File: src/rtl/trim_pkg.sv
package trim_pkg;

  typedef enum logic [1:0] {
    ST_RESTORE = 2'd0,
    ST_IDLE    = 2'd1,
    ST_WR_REQ  = 2'd2,
    ST_WR_WAIT = 2'd3
  } trim_st_e;

  function automatic int unsigned qual_cycles(input int unsigned clk_hz,
                                              input int unsigned hold_us);
    int unsigned q;
    q = (clk_hz / 1000) * hold_us / 1000;
    return (q < 1) ? 1 : q;
  endfunction

endpackage

File: src/rtl/trim_rst_sync.sv
module trim_rst_sync (
  input  logic clk,
  input  logic rst_n,
  output logic rst_n_s
);
  logic s1_q, s2_q;

  always_ff @(posedge clk or negedge rst_n) begin
    if (!rst_n) begin
      s1_q <= 1'b0;
      s2_q <= 1'b0;
    end else begin
      s1_q <= 1'b1;
      s2_q <= s1_q;
    end
  end

  assign rst_n_s = s2_q;
endmodule

File: src/rtl/trim_step_det.sv
module trim_step_det (
  input  logic clk,
  input  logic rst_n,
  input  logic en,
  input  logic lvl_low,
  input  logic lvl_mid,
  input  logic lvl_high,
  output logic inc,
  output logic dec
);
  logic armed_q, armed_d;

  // Re-arm only at mid; any excursion to high or low consumes the arm.
  always_comb begin
    armed_d = armed_q;
    if (lvl_mid)                  armed_d = 1'b1;
    else if (lvl_high || lvl_low) armed_d = 1'b0;
  end

  always_ff @(posedge clk or negedge rst_n) begin
    if (!rst_n) armed_q <= 1'b0;
    else        armed_q <= armed_d;
  end

  assign inc = en && armed_q && lvl_high && !lvl_mid && !lvl_low;
  assign dec = en && armed_q && lvl_low  && !lvl_mid && !lvl_high;
endmodule

File: src/rtl/trim_prog_qual.sv
module trim_prog_qual #(
  parameter int unsigned QUAL = 20
) (
  input  logic clk,
  input  logic rst_n,
  input  logic en,
  input  logic prog_lvl,
  output logic fire
);
  localparam int unsigned CW = $clog2(QUAL + 2);
  localparam logic [CW-1:0] QV   = CW'(QUAL);
  localparam logic [CW-1:0] DONE = CW'(QUAL + 1);

  logic [CW-1:0] cnt_q, cnt_d;

  always_comb begin
    cnt_d = cnt_q;
    if (!(en && prog_lvl))  cnt_d = '0;
    else if (cnt_q != DONE) cnt_d = cnt_q + 1'b1;
  end

  always_ff @(posedge clk or negedge rst_n) begin
    if (!rst_n) cnt_q <= '0;
    else        cnt_q <= cnt_d;
  end

  // Fires once, on the (QUAL+1)-th consecutive qualifying sample.
  assign fire = en && prog_lvl && (cnt_q == QV);
endmodule

File: src/rtl/trim_code_reg.sv
module trim_code_reg #(
  parameter int unsigned CODE_W = 7
) (
  input  logic              clk,
  input  logic              rst_n,
  input  logic              load,
  input  logic [CODE_W-1:0] load_val,
  input  logic              inc,
  input  logic              dec,
  output logic [CODE_W-1:0] code
);
  localparam logic [CODE_W-1:0] MAXV = {CODE_W{1'b1}};
  localparam logic [CODE_W-1:0] MIDV = {1'b1, {(CODE_W-1){1'b0}}};

  logic [CODE_W-1:0] code_q, code_d;
  logic              code_en;

  always_comb begin
    code_d  = code_q;
    code_en = 1'b0;
    if (load) begin
      code_d  = load_val;
      code_en = 1'b1;
    end else if (inc && (code_q != MAXV)) begin
      code_d  = code_q + 1'b1;
      code_en = 1'b1;
    end else if (dec && (code_q != '0)) begin
      code_d  = code_q - 1'b1;
      code_en = 1'b1;
    end
  end

  always_ff @(posedge clk or negedge rst_n) begin
    if (!rst_n)       code_q <= MIDV;
    else if (code_en) code_q <= code_d;
  end

  assign code = code_q;
endmodule

File: src/rtl/trim_ctl_top.sv
module trim_ctl_top
  import trim_pkg::*;
#(
  parameter int unsigned CODE_W  = 7,
  parameter int unsigned CLK_HZ  = 125_000_000,
  parameter int unsigned HOLD_US = 200
) (
  input  logic              clk,
  input  logic              rst_n,
  input  logic              chip_en,
  input  logic              lvl_low,
  input  logic              lvl_mid,
  input  logic              lvl_high,
  input  logic              lvl_prog,
  output logic              nv_rd_req,
  input  logic              nv_rd_valid,
  input  logic              nv_rd_blank,
  input  logic [CODE_W-1:0] nv_rd_data,
  output logic              nv_wr_req,
  output logic [CODE_W-1:0] nv_wr_data,
  input  logic              nv_busy,
  output logic [CODE_W-1:0] trim_code
);
  localparam int unsigned QUAL = qual_cycles(CLK_HZ, HOLD_US);
  localparam logic [CODE_W-1:0] MIDV = {1'b1, {(CODE_W-1){1'b0}}};

  logic              rst_n_s;
  trim_st_e          st_q, st_d;
  logic              idle, step_en, prog_fire, wr_cap;
  logic              inc_raw, dec_raw, load;
  logic [CODE_W-1:0] load_val, wr_data_q;

  trim_rst_sync u_rst (.clk(clk), .rst_n(rst_n), .rst_n_s(rst_n_s));

  assign idle    = (st_q == ST_IDLE);
  assign step_en = chip_en && idle && !wr_cap;

  trim_step_det u_step (
    .clk(clk), .rst_n(rst_n_s), .en(step_en),
    .lvl_low(lvl_low), .lvl_mid(lvl_mid), .lvl_high(lvl_high),
    .inc(inc_raw), .dec(dec_raw)
  );

  trim_prog_qual #(.QUAL(QUAL)) u_qual (
    .clk(clk), .rst_n(rst_n_s), .en(chip_en),
    .prog_lvl(lvl_prog), .fire(prog_fire)
  );

  trim_code_reg #(.CODE_W(CODE_W)) u_code (
    .clk(clk), .rst_n(rst_n_s), .load(load), .load_val(load_val),
    .inc(inc_raw), .dec(dec_raw), .code(trim_code)
  );

  always_comb begin
    st_d     = st_q;
    load     = 1'b0;
    wr_cap   = 1'b0;
    load_val = nv_rd_blank ? MIDV : nv_rd_data;
    case (st_q)
      ST_RESTORE: if (nv_rd_valid) begin
                    load = 1'b1;
                    st_d = ST_IDLE;
                  end
      ST_IDLE:    if (prog_fire) begin
                    wr_cap = 1'b1;
                    st_d   = ST_WR_REQ;
                  end
      ST_WR_REQ:  if (nv_busy)  st_d = ST_WR_WAIT;
      ST_WR_WAIT: if (!nv_busy) st_d = ST_IDLE;
      default:    st_d = ST_RESTORE;
    endcase
  end

  always_ff @(posedge clk or negedge rst_n_s) begin
    if (!rst_n_s) st_q <= ST_RESTORE;
    else          st_q <= st_d;
  end

  always_ff @(posedge clk or negedge rst_n_s) begin
    if (!rst_n_s)    wr_data_q <= '0;
    else if (wr_cap) wr_data_q <= trim_code;
  end

  assign nv_rd_req  = (st_q == ST_RESTORE);
  assign nv_wr_req  = (st_q == ST_WR_REQ);
  assign nv_wr_data = wr_data_q;
endmodule

File: config.mk
export PLATFORM = sky130hd
export DESIGN_NAME = trim_ctl_top
export DESIGN_NICKNAME = d
export VERILOG_FILES = /design/src/rtl/trim_pkg.sv /design/src/rtl/trim_rst_sync.sv /design/src/rtl/trim_step_det.sv /design/src/rtl/trim_prog_qual.sv /design/src/rtl/trim_code_reg.sv /design/src/rtl/trim_ctl_top.sv
export SDC_FILE = /design/constraint.sdc
export NUM_CORES = 1
export LEC_CHECK = 0
export BUFFER_PORTS_ARGS = -buffer_cell sky130_fd_sc_hd__buf_2
export CORE_ASPECT_RATIO = 0.75
export CORE_UTILIZATION = 30
export CTS_CLUSTER_DIAMETER = 30
export CTS_CLUSTER_SIZE = 20
export DETAILED_ROUTE_END_ITERATION = 6
export PLACE_DENSITY = 0.54
export SYNTH_ARGS = -nofsm -noshare
export SYNTH_HDL_FRONTEND = slang
export SYNTH_SLANG_ARGS = --single-unit
File: constraint.sdc
create_clock -name clk -period 1.15 [get_ports clk]
set_input_delay 0.115 -clock clk [delete_from_list [all_inputs] [get_ports clk]]
set_output_delay 0.115 -clock clk [all_outputs]
set_load 0.005 [all_outputs]
Word-level counts from Yosys, hierarchy flattened --
Index checks and enable logic that the tools add are counted.
Storage, ports and cells: flip-flop bits (word level) 34, input port bits 17, output and inout bits 16, logic and storage cells 65
Operators by class: add/sub/neg operators 3, eq/ne operators 11, muxes and demuxes 20, reductions and logical operators 24
Operators with widths (count):
- $mux 15 | 2
- $mux 7 | 4
- $add 15x1->15 const B | 1
- $eq 15x15->1 const B | 1
- $ne 15x15->1 const B | 1
- $logic_and 1x1->1 | 13
- $mux 1 | 9
- $mux 2 | 4
- $ne 2x1->1 const B | 4
- $pmux 2 s4 | 1
- $add 7x1->7 const B | 1
- $ne 7x7->1 const B | 1
- $reduce_bool 7->1 | 1
- $sub 7x1->7 const B | 1
- $eq 2x2->1 const B | 2
- $logic_not 1->1 | 4
- $reduce_and 4->1 | 1
- $reduce_bool 3->1 | 1
- $eq 2x1->1 const B | 1
- $logic_not 2->1 | 1
- $ne 2x2->1 const B | 1
- $reduce_and 2->1 | 1
- $reduce_bool 2->1 | 1
- $logic_or 1x1->1 | 1

Depth between registers and ports, before layout --
Gate-level depths: netlist (run 1).
depth after elaboration 15, depth in mapped cells 13, mapped depth without buffers 13

Cells and area by module --
A second synthesis (run 1) with hierarchy kept.
Unflattened totals: cell total of the unflattened synthesis 213, area, all modules 2152.1 um^2
By module, submodules not included:
- trim_prog_qual | times used 1, cells an instance 94, area each 927.1 um^2, sequential area each 375.4 um^2
- trim_code_reg | times used 1, cells an instance 71, area each 619.3 um^2, sequential area each 176.4 um^2
- trim_ctl_top | times used 1, cells an instance 38, area each 480.5 um^2, sequential area each 225.2 um^2
- trim_step_det | times used 1, cells an instance 7, area each 71.3 um^2, sequential area each 25.0 um^2
- trim_rst_sync | times used 1, cells an instance 3, area each 53.8 um^2, sequential area each 50.0 um^2

Least setup slack after synthesis (run 1) --
OpenSTA, ideal clock, no wires.
path kind register to register, from register u_qual.cnt_q[0], to register u_code.code_q[6], in the netlist u_code.code[6], library setup time 0.077 ns, arrival 2.823 ns, data required time 1.073 ns, path slack -1.751 ns, cell stages (with the launch flop) 14, buffers on the path 0, clock period less this slack 2.901 ns, cells stage by stage dfrtp_1 > inv_1 > ha_1 > nor4bb_1 > and4b_1 > nor3b_2 > inv_1 > fa_1 > a211oi_1 > o21bai_1 > a21oi_1 > xnor2_1 > or3_1 > a31oi_1
On the way: longest elaborated chain between the ends 15, elaborated cells between the ends (all ways) 22, those cells by class eq/ne: 1; mux: 7; reduce/logical: 14
RTL lines:
- start: declaration | RTL line trim_prog_qual.sv:14 | logic [CW-1:0] cnt_q, cnt_d;
- start signal: assignment | RTL line trim_prog_qual.sv:24 | else cnt_q <= cnt_d;
- $eq 15x15->1 (*) | RTL line trim_prog_qual.sv:28 | assign fire = en && prog_lvl && (cnt_q == QV);
- $logic_and 1x1->1 (*) | RTL line trim_prog_qual.sv:28
- $mux 1 (*) | RTL line trim_ctl_top.sv:64 | ST_IDLE: if (prog_fire) begin
- $mux 1 (*) | RTL line trim_ctl_top.sv:59 | case (st_q)
- $logic_not 1->1 (*) | RTL line trim_ctl_top.sv:36 | assign step_en = chip_en && idle && !wr_cap;
- $logic_and 1x1->1 (*) | RTL line trim_ctl_top.sv:36
- $logic_and 1x1->1 (*) | RTL line trim_step_det.sv:25, trim_step_det.sv:26
- $logic_and 1x1->1 (3 in series) | RTL line trim_step_det.sv:26 | assign dec = en && armed_q && lvl_low && !lvl_mid && !lvl_high;
- $logic_and 1x1->1 | RTL line trim_code_reg.sv:27 | end else if (dec && (code_q != '0)) begin
- $mux 1 | RTL line trim_code_reg.sv:27
- $mux 1 | RTL line trim_code_reg.sv:24 | end else if (inc && (code_q != MAXV)) begin
- $mux 1 | RTL line trim_code_reg.sv:21 | if (load) begin
- $reduce_and 2->1 (no source line)
- end signal: assignment | RTL line trim_code_reg.sv:35 | else if (code_en) code_q <= code_d;
- end: declaration | RTL line trim_code_reg.sv:15 | logic [CODE_W-1:0] code_q, code_d;
Every way passes the cells marked *; elsewhere a longest branch is shown, timed or not. A chain may end at the register's enable or synchronous reset.

Worst setup path in the final report (run 1) --
from register u_qual.cnt_q[2], to register u_code.code_q[6], in the netlist u_code.code[6]
The elaborated chain is that of the path after synthesis.

==> results of run 1 <==
==> synthesized netlist by cell type (2+ instances only) <==
| cell | instances | area share |
|---|---|---|
| nor3_1 | 6 | 0.016 |
| ha_1 | 12 | 0.078 |
| clkbuf_1 | 2 | 0.0039 |
| nand2_1 | 10 | 0.020 |
| o21ai_0 | 10 | 0.026 |
| xor2_1 | 7 | 0.032 |
| inv_1 | 12 | 0.023 |
| a21o_1 | 3 | 0.012 |
| nor2b_1 | 2 | 0.0065 |
| nand4_1 | 2 | 0.0065 |
| a21oi_1 | 19 | 0.049 |
| xnor2_1 | 8 | 0.036 |
| dfrtp_1 | 33 | 0.43 |
| mux2_1 | 7 | 0.041 |
| or3_1 | 6 | 0.020 |
| and4_1 | 2 | 0.0091 |
| nor4bb_1 | 2 | 0.010 |
| mux2i_1 | 6 | 0.031 |
| nand3_1 | 11 | 0.029 |
| nor2_1 | 15 | 0.029 |
==> logic make-up after synthesis <==
group                      synth area share
and+or+nand+nor                       0.180
AOI/OAI and AO/OA                     0.118
DFF                                   0.443
xor gates and xnor gates             0.0683
buffers and inverters                0.0273
adders and majority gates            0.0885
muxes                                0.0722
other                               0.00195
==> how the worst max path moves through the flow <==
stage	cells after the start	to	slack (ns)
final	12	u_code.code[6]	-1.58
after CTS	12	u_code.code[6]	-1.59
after global routing	14	u_code.code[6]	-1.77
after detailed placement	13	u_code.code[6]	-1.64
after global placement	11	u_code.code[6]	-1.56
after floorplan	13	u_code.code[6]	-1.63
==> registers in the layout, summed over array words and instances, names as in the netlist <==
name / cells
u_qual.cnt_q: 15
u_code.code: 7
u_rst.rst_n_s: 1
u_rst.s1_q: 1
st_q: 2
u_step.armed_q: 1
nv_wr_data: 7
==> stage by stage <==
| step | hold slack (ns) | area [um2] | cells | total power [W] | setup WS, ns |
|---|---|---|---|---|---|
| after detailed placement | -0.0982 | 2710 | 360 | 0.00349 | -1.64 |
| after floorplan | -0.181 | 1990 | 193 | 0.00257 | -1.63 |
| final | 0.0909 | 3280 | 387 | 0.00505 | -1.58 |
| after CTS | 0.0864 | 3170 | 384 | 0.00496 | -1.59 |
| after global routing | 0.0989 | 3280 | 387 | 0.00540 | -1.77 |
| after global placement | -0.0975 | 2710 | 360 | 0.00349 | -1.56 |
==> power by group through the flow <==
stage          logic [W]  registers, W  clock network (W)
3_3_place_gp     0.00203       0.00146                  0
4_1_cts          0.00256       0.00145           0.000947
5_1_grt          0.00292       0.00147            0.00101
3_5_place_dp     0.00203       0.00146                  0
6_report         0.00268       0.00145           0.000919
2_1_floorplan   0.000981       0.00158                  0
==> layout make-up <==
class / instances / area share
Clock buffer: 5 / 0.0210
Clock inverter: 3 / 0.00649
Inverter: 12 / 0.0153
Multi-Input combinational cell: 145 / 0.397
Sequential cell: 34 / 0.260
Tap cell: 78 / 0.0298
Timing Repair Buffer: 110 / 0.270
==> timing repair <==
action	in CTS	in global routing
endpoints found under the hold margin	2	0
buffers inserted	18	15
hold buffers	1	0
pin swaps	30	23
resized for setup	48	22
endpoints found under the setup margin	33	35
==> routing by layer <==
| metal | vias up | GRT usage | part of all wire |
|---|---|---|---|
| met3 | 7 | 0.0329 | 0.026 |
| li1 | 917 | - | - |
| met4 | 0 | 0.0455 | 0.010 |
| met2 | 25 | 0.266 | 0.44 |
| met1 | 887 | 0.268 | 0.53 |
| met5 | - | 0 | 0 |
==> worst max-delay path: cells and delay by family, from the launching register on <==
| kind | cells | cell delay [ns] |
|---|---|---|
| simple gates | 4 | 1.26 |
| compound gates | 4 | 0.46 |
| flops | 1 | 0.39 |
| buf+inv | 2 | 0.25 |
| fa+ha+maj | 1 | 0.23 |
| xor+xnor | 1 | 0.08 |
==> out/qor.yml, run 1 <==
worst_setup_path:
  r2r-start: "u_qual.cnt_q[2]"
  reg2reg_depth: 12
  slowest_delay_ns: 0.55
  cp_cell_sequence: "or4b_4 > and4b_1 > nor3b_2 > inv_2 > buf_4 > ha_1 > o21ai_0 > o21bai_1 > a21oi_2 > xnor2_1 > or3_1 > a31oi_1"
  path_class: "register to register"
  reg2reg_slack_ns: -1.58
  worstPathMaxFanout: 5
  slowest_stage: "or4b_4"
  startpoint: "u_qual.cnt_q[2]"
  start_kind: "register"
  worstPathArrival_ns: 2.96
  regToRegEndpoint: "u_code.code[6]"
  worstPathRequired_ns: 1.37
  crit_path_end_kind: "register"
layout:
  syn_to_final_growth_pct: 70.5
  final_util: 0.546
  final_nets: 338
  mostFrequentLayoutCells: "54 x buf_4, 33 x dfrtp_1, 28 x buf_2, 24 x buf_6"
  drive_gt1_frac: 0.524
  multiInputGateArea_um2: 1300
  seqCellArea_um2: 852
  num_antenna_cells: 0
  layout_commonest_cell: "buf_4"
  num-fill-cells: 543
routing:
  postRouteAntennaNets: 0
  wire_per_inst_um: 14.2
  first_iter_violations: 74
  num_vias: 1836
  first_pass_iters: 4
  drt-total-wl_um: 5500
  drcViolationCount: 0
  via_per_inst: 4.74
timing:
  setup_ws_ns: -1.58
  setup_viol: 34
  hold_viol: 0
  clock.fmax_mhz: 366
  fin_tns_setup_ns: -21.17
  worst_pin_slew_ns: 0.489
  skew_ns: 0.0133
  slew_headroom: 0.670
  finalCritPeriodShare: 2.38
  rsz0062_at_grt: "yes"
  period_needed_ns: 2.73
  drv_slew: 0
power_and_ir_drop:
  power_frac_clock: 0.182
  power.switching_w: 0.00179
  p_comb_frac: 0.530
  p_leak_nw: 1.55
  internal-power_w: 0.00325
  pwr-share-seq: 0.288
  p_sw_frac: 0.355
  p_per_area_nw_per_um2: 1540
  ir_drop_uv: 797
hold_path:
  hold_depth: 3
  hold_path.class: "input port to register"
  holdPathEnd: "u_code.code[2]"
  hold_start: "nv_rd_data[2]"
floorplan:
  die_area_um2: 6740
  rows: 24
  io_pins: 33
  core_um2: 6010
  die_y_um: 71.3
  die_w_um: 94.5
  initial_core_util: 0.320
global_route:
  antenna_found_initial: 0
  grt.total_usage: 0.179
  grt_first_pass_wirelength_um: 9110
  grt_max_degree: 26
  overflow: 0
  grt_pass1_vias: 1840
cts:
  clock_insertion_delay_worst_skew_ns: 0.30
  clk_pin_slew_worst_paths_ns: 0.08
  cts_buffers: 5
  clkSinkCount: 34
  htreeDepth: 2
  root_buffer: "clkbuf_8"
  clockBufferDepth: 2
  cts_tree: "yes"
status:
  status: "complete, but fails checks"
  violations: "setup timing"
logic_synthesis:
  synth-edff-count: 0
  dominantRegCellSynth: "dfrtp_1"
  synthCells: 193
  synth-seq-cells: 34
  avgSynthCellArea_um2: 9.96
  syn_nets: 223
  synth_warnings: 0
  async_flop_share: 1.00
  seq_area_frac_synth: 0.443
  synth_cell_types: 38
  netlist_area_um2: 1920
placement:
  gp_congestion: 0.884
  port-buffer-count: 32
  detailed_place_hpwl_um: 3980
run:
  max-cap-violations: 0
(Power assumes the default switching activity.)
==> run 2: changes to the inputs <==
Settings changed: CORE_UTILIZATION 30 to 35, CTS_CLUSTER_DIAMETER 30 to 60, PLACE_DENSITY 0.54 to 0.6.
==> run 2 against run 1 <==
Net effect:
- the run still ends with setup timing left
- design area decreased by 0.69%
- cell count decreased by 0.52%
- wire length increased by 0.29%
- utilization increased by 9.3 points
- power decreased by 3.8%
- worst hold slack got worse by 0.013 ns
- maximum frequency decreased by 1.0%
==> out/qor.yml, run 2 (synthesized netlist as in run 1, its figures left out) <==
status:
  status: "complete, but fails checks"
  violations: "setup timing"
routing:
  wire_per_inst_um: 14.3  # +0.81%
  drcViolationCount: 0  # unchanged
  num_vias: 1878  # +2.3%
  first_iter_violations: 67  # -9.5%
  drt-total-wl_um: 5510  # +0.29%
  via_per_inst: 4.88  # +2.8%
  first_pass_iters: 4  # unchanged
  postRouteAntennaNets: 0  # unchanged
worst_setup_path:
  reg2reg_depth: 11  # -1
  slowest_delay_ns: 0.54  # about the same
  crit_path_end_kind: "register"
  cp_cell_sequence: "or4b_4 > and4b_1 > nor3b_2 > inv_2 > ha_4 > a211oi_2 > o21bai_1 > a21oi_1 > xnor2_1 > or3_1 > a31oi_1"
  path_class: "register to register"
  worstPathRequired_ns: 1.36  # about the same
  slowest_stage: "or4b_4"
  worstPathMaxFanout: 6  # +1
  worstPathArrival_ns: 2.97  # about the same
  reg2reg_slack_ns: -1.61  # -0.03 ns
  path_delay_family: "simple AND/OR/NAND/NOR gates"
  r2r-start: "u_qual.cnt_q[4]"
  path_buf_inv: 1  # -1
  regToRegEndpoint: "u_code.code[6]"
  start_kind: "register"
layout:
  seqCellArea_um2: 852  # unchanged
  mostFrequentLayoutCells: "61 x buf_4, 33 x dfrtp_1, 29 x buf_2, 21 x buf_6, 15 x a21oi_1"
  largest_register_ffs: 15  # unchanged
  num-fill-cells: 406  # -25%
  multiInputGateArea_um2: 1280  # -1.5%
  syn_to_final_growth_pct: 69.3
  layout_commonest_cell: "buf_4"
  final_nets: 342  # +1.2%
  num_antenna_cells: 0  # unchanged
  drive_gt1_frac: 0.524  # about the same
  largest-register: "u_qual.cnt_q"
global_route:
  grt.total_usage: 0.202  # +0.0235
  grt_max_degree: 33  # +27%
  overflow: 0  # unchanged
  antenna_found_initial: 0  # unchanged
  grt_pass1_vias: 1885  # +2.4%
  grt_first_pass_wirelength_um: 8760  # -3.9%
cts:
  clockBufferDepth: 2  # unchanged
  htreeDepth: 2  # unchanged
  clk_pin_slew_worst_paths_ns: 0.07  # about the same
  clkSinkCount: 34  # unchanged
  clock_insertion_delay_worst_skew_ns: 0.29  # about the same
  cts_buffers: 5  # unchanged
  root_buffer: "clkbuf_8"
  cts_tree: "yes"
timing:
  period_needed_ns: 2.76  # +0.0283 ns
  fin_tns_setup_ns: -22.60  # -1.43 ns
  setup_ws_ns: -1.61  # -0.0283 ns
  setup_viol: 33  # -2.9%
  drv_slew: 0  # unchanged
  skew_ns: 0.00522  # -0.00813 ns
  hold_viol: 0  # unchanged
  clock.fmax_mhz: 362  # -1.0%
  rsz0062_at_grt: "yes"
  finalCritPeriodShare: 2.40  # +0.0246
power_and_ir_drop:
  finalPower_w: 0.00485  # -3.8%
  p_leak_nw: 1.57  # +1.5%
  ir_drop_uv: 843  # +5.8%
  p_per_area_nw_per_um2: 1490  # -3.2%
floorplan:
  die_w_um: 87.6  # -7.3%
  die_area_um2: 5800  # -14%
  initial_core_util: 0.378  # +0.0574
  rows: 22  # -8.3%
  die_y_um: 66.2  # -7.2%
  core_um2: 5090  # -15%
  io_pins: 33  # unchanged
hold_path:
  hold_path.class: "input port to register"
  hold_depth: 3  # unchanged
  hold_start: "nv_rd_data[2]"
  holdPathEnd: "u_code.code[2]"
placement:
  port-buffer-count: 32  # unchanged
  detailed_place_hpwl_um: 3700  # -7.1%
  gp_congestion: 0.780  # -12%
run:
  max-cap-violations: 0  # unchanged
[run 2: final cells by class]
class / instances / share of cell area
Tap cell: 72 / 0.0277
Clock buffer: 7 / 0.0265
Sequential cell: 34 / 0.262
Multi-Input combinational cell: 145 / 0.394
Timing Repair Buffer: 114 / 0.273
Inverter: 12 / 0.0154
Clock inverter: 1 / 0.00154
[run 2: where the power goes]
group	switching, W	internal, W	total [W]
clock network	0.000439	0.000483	0.000922
logic	0.00116	0.00134	0.00250
registers	0.0000808	0.00135	0.00143
total	0.00167	0.00318	0.00485
[run 2: routing by layer]
| metal | up-vias | global-route usage | part of all wire |
|---|---|---|---|
| li1 | 919 | - | - |
| met5 | - | 0 | 0 |
| met1 | 923 | 0.282 | 0.49 |
| met3 | 6 | 0.0449 | 0.028 |
| met2 | 30 | 0.313 | 0.47 |
| met4 | 0 | 0.0615 | 0.012 |
[run 2: worst max-delay path by stage]
stage                     endpoint       startpoint  slack [ns]  cells after the start
CTS                 u_code.code[6]  u_qual.cnt_q[6]       -1.62                     11
finish              u_code.code[6]  u_qual.cnt_q[4]       -1.61                     11
global route        u_code.code[6]  u_qual.cnt_q[0]       -1.74                     13
detailed placement  u_code.code[6]  u_qual.cnt_q[1]       -1.68                     13
global placement    u_code.code[6]  u_qual.cnt_q[1]       -1.54                     13
floorplan           u_code.code[6]  u_qual.cnt_q[0]       -1.63                     13
[run 2: repair_timing]
| item | CTS | global route |
|---|---|---|
| pin swaps | 26 | 26 |
| setup endpoints to repair | 33 | 33 |
| hold buffers | 1 | 0 |
| hold endpoints to repair | 2 | 0 |
| resized for setup | 37 | 29 |
| setup buffers | 14 | 15 |
[run 2: worst register-to-register path: cells and delay by family, from the launching register on]
kind / cells / cell delay [ns]
buffers and inverters: 1 / 0.13
and+or+nand+nor: 4 / 1.27
xor gates and xnor gates: 1 / 0.10
adders and majority gates: 1 / 0.22
AOI/OAI and AO/OA: 4 / 0.60
DFF: 1 / 0.38
[run 2: per-stage QoR]
stage	util	cells	worst slack (ns)	hold WS, ns	cell area (um2)
detailed placement	0.534	357	-1.68	-0.0991	2720
global placement	0.534	357	-1.54	-0.0996	2720
global route	0.639	385	-1.74	0.0729	3260
CTS	0.600	377	-1.62	0.0723	3060
finish	0.639	385	-1.61	0.0775	3260
floorplan	-	193	-1.63	-0.181	1990
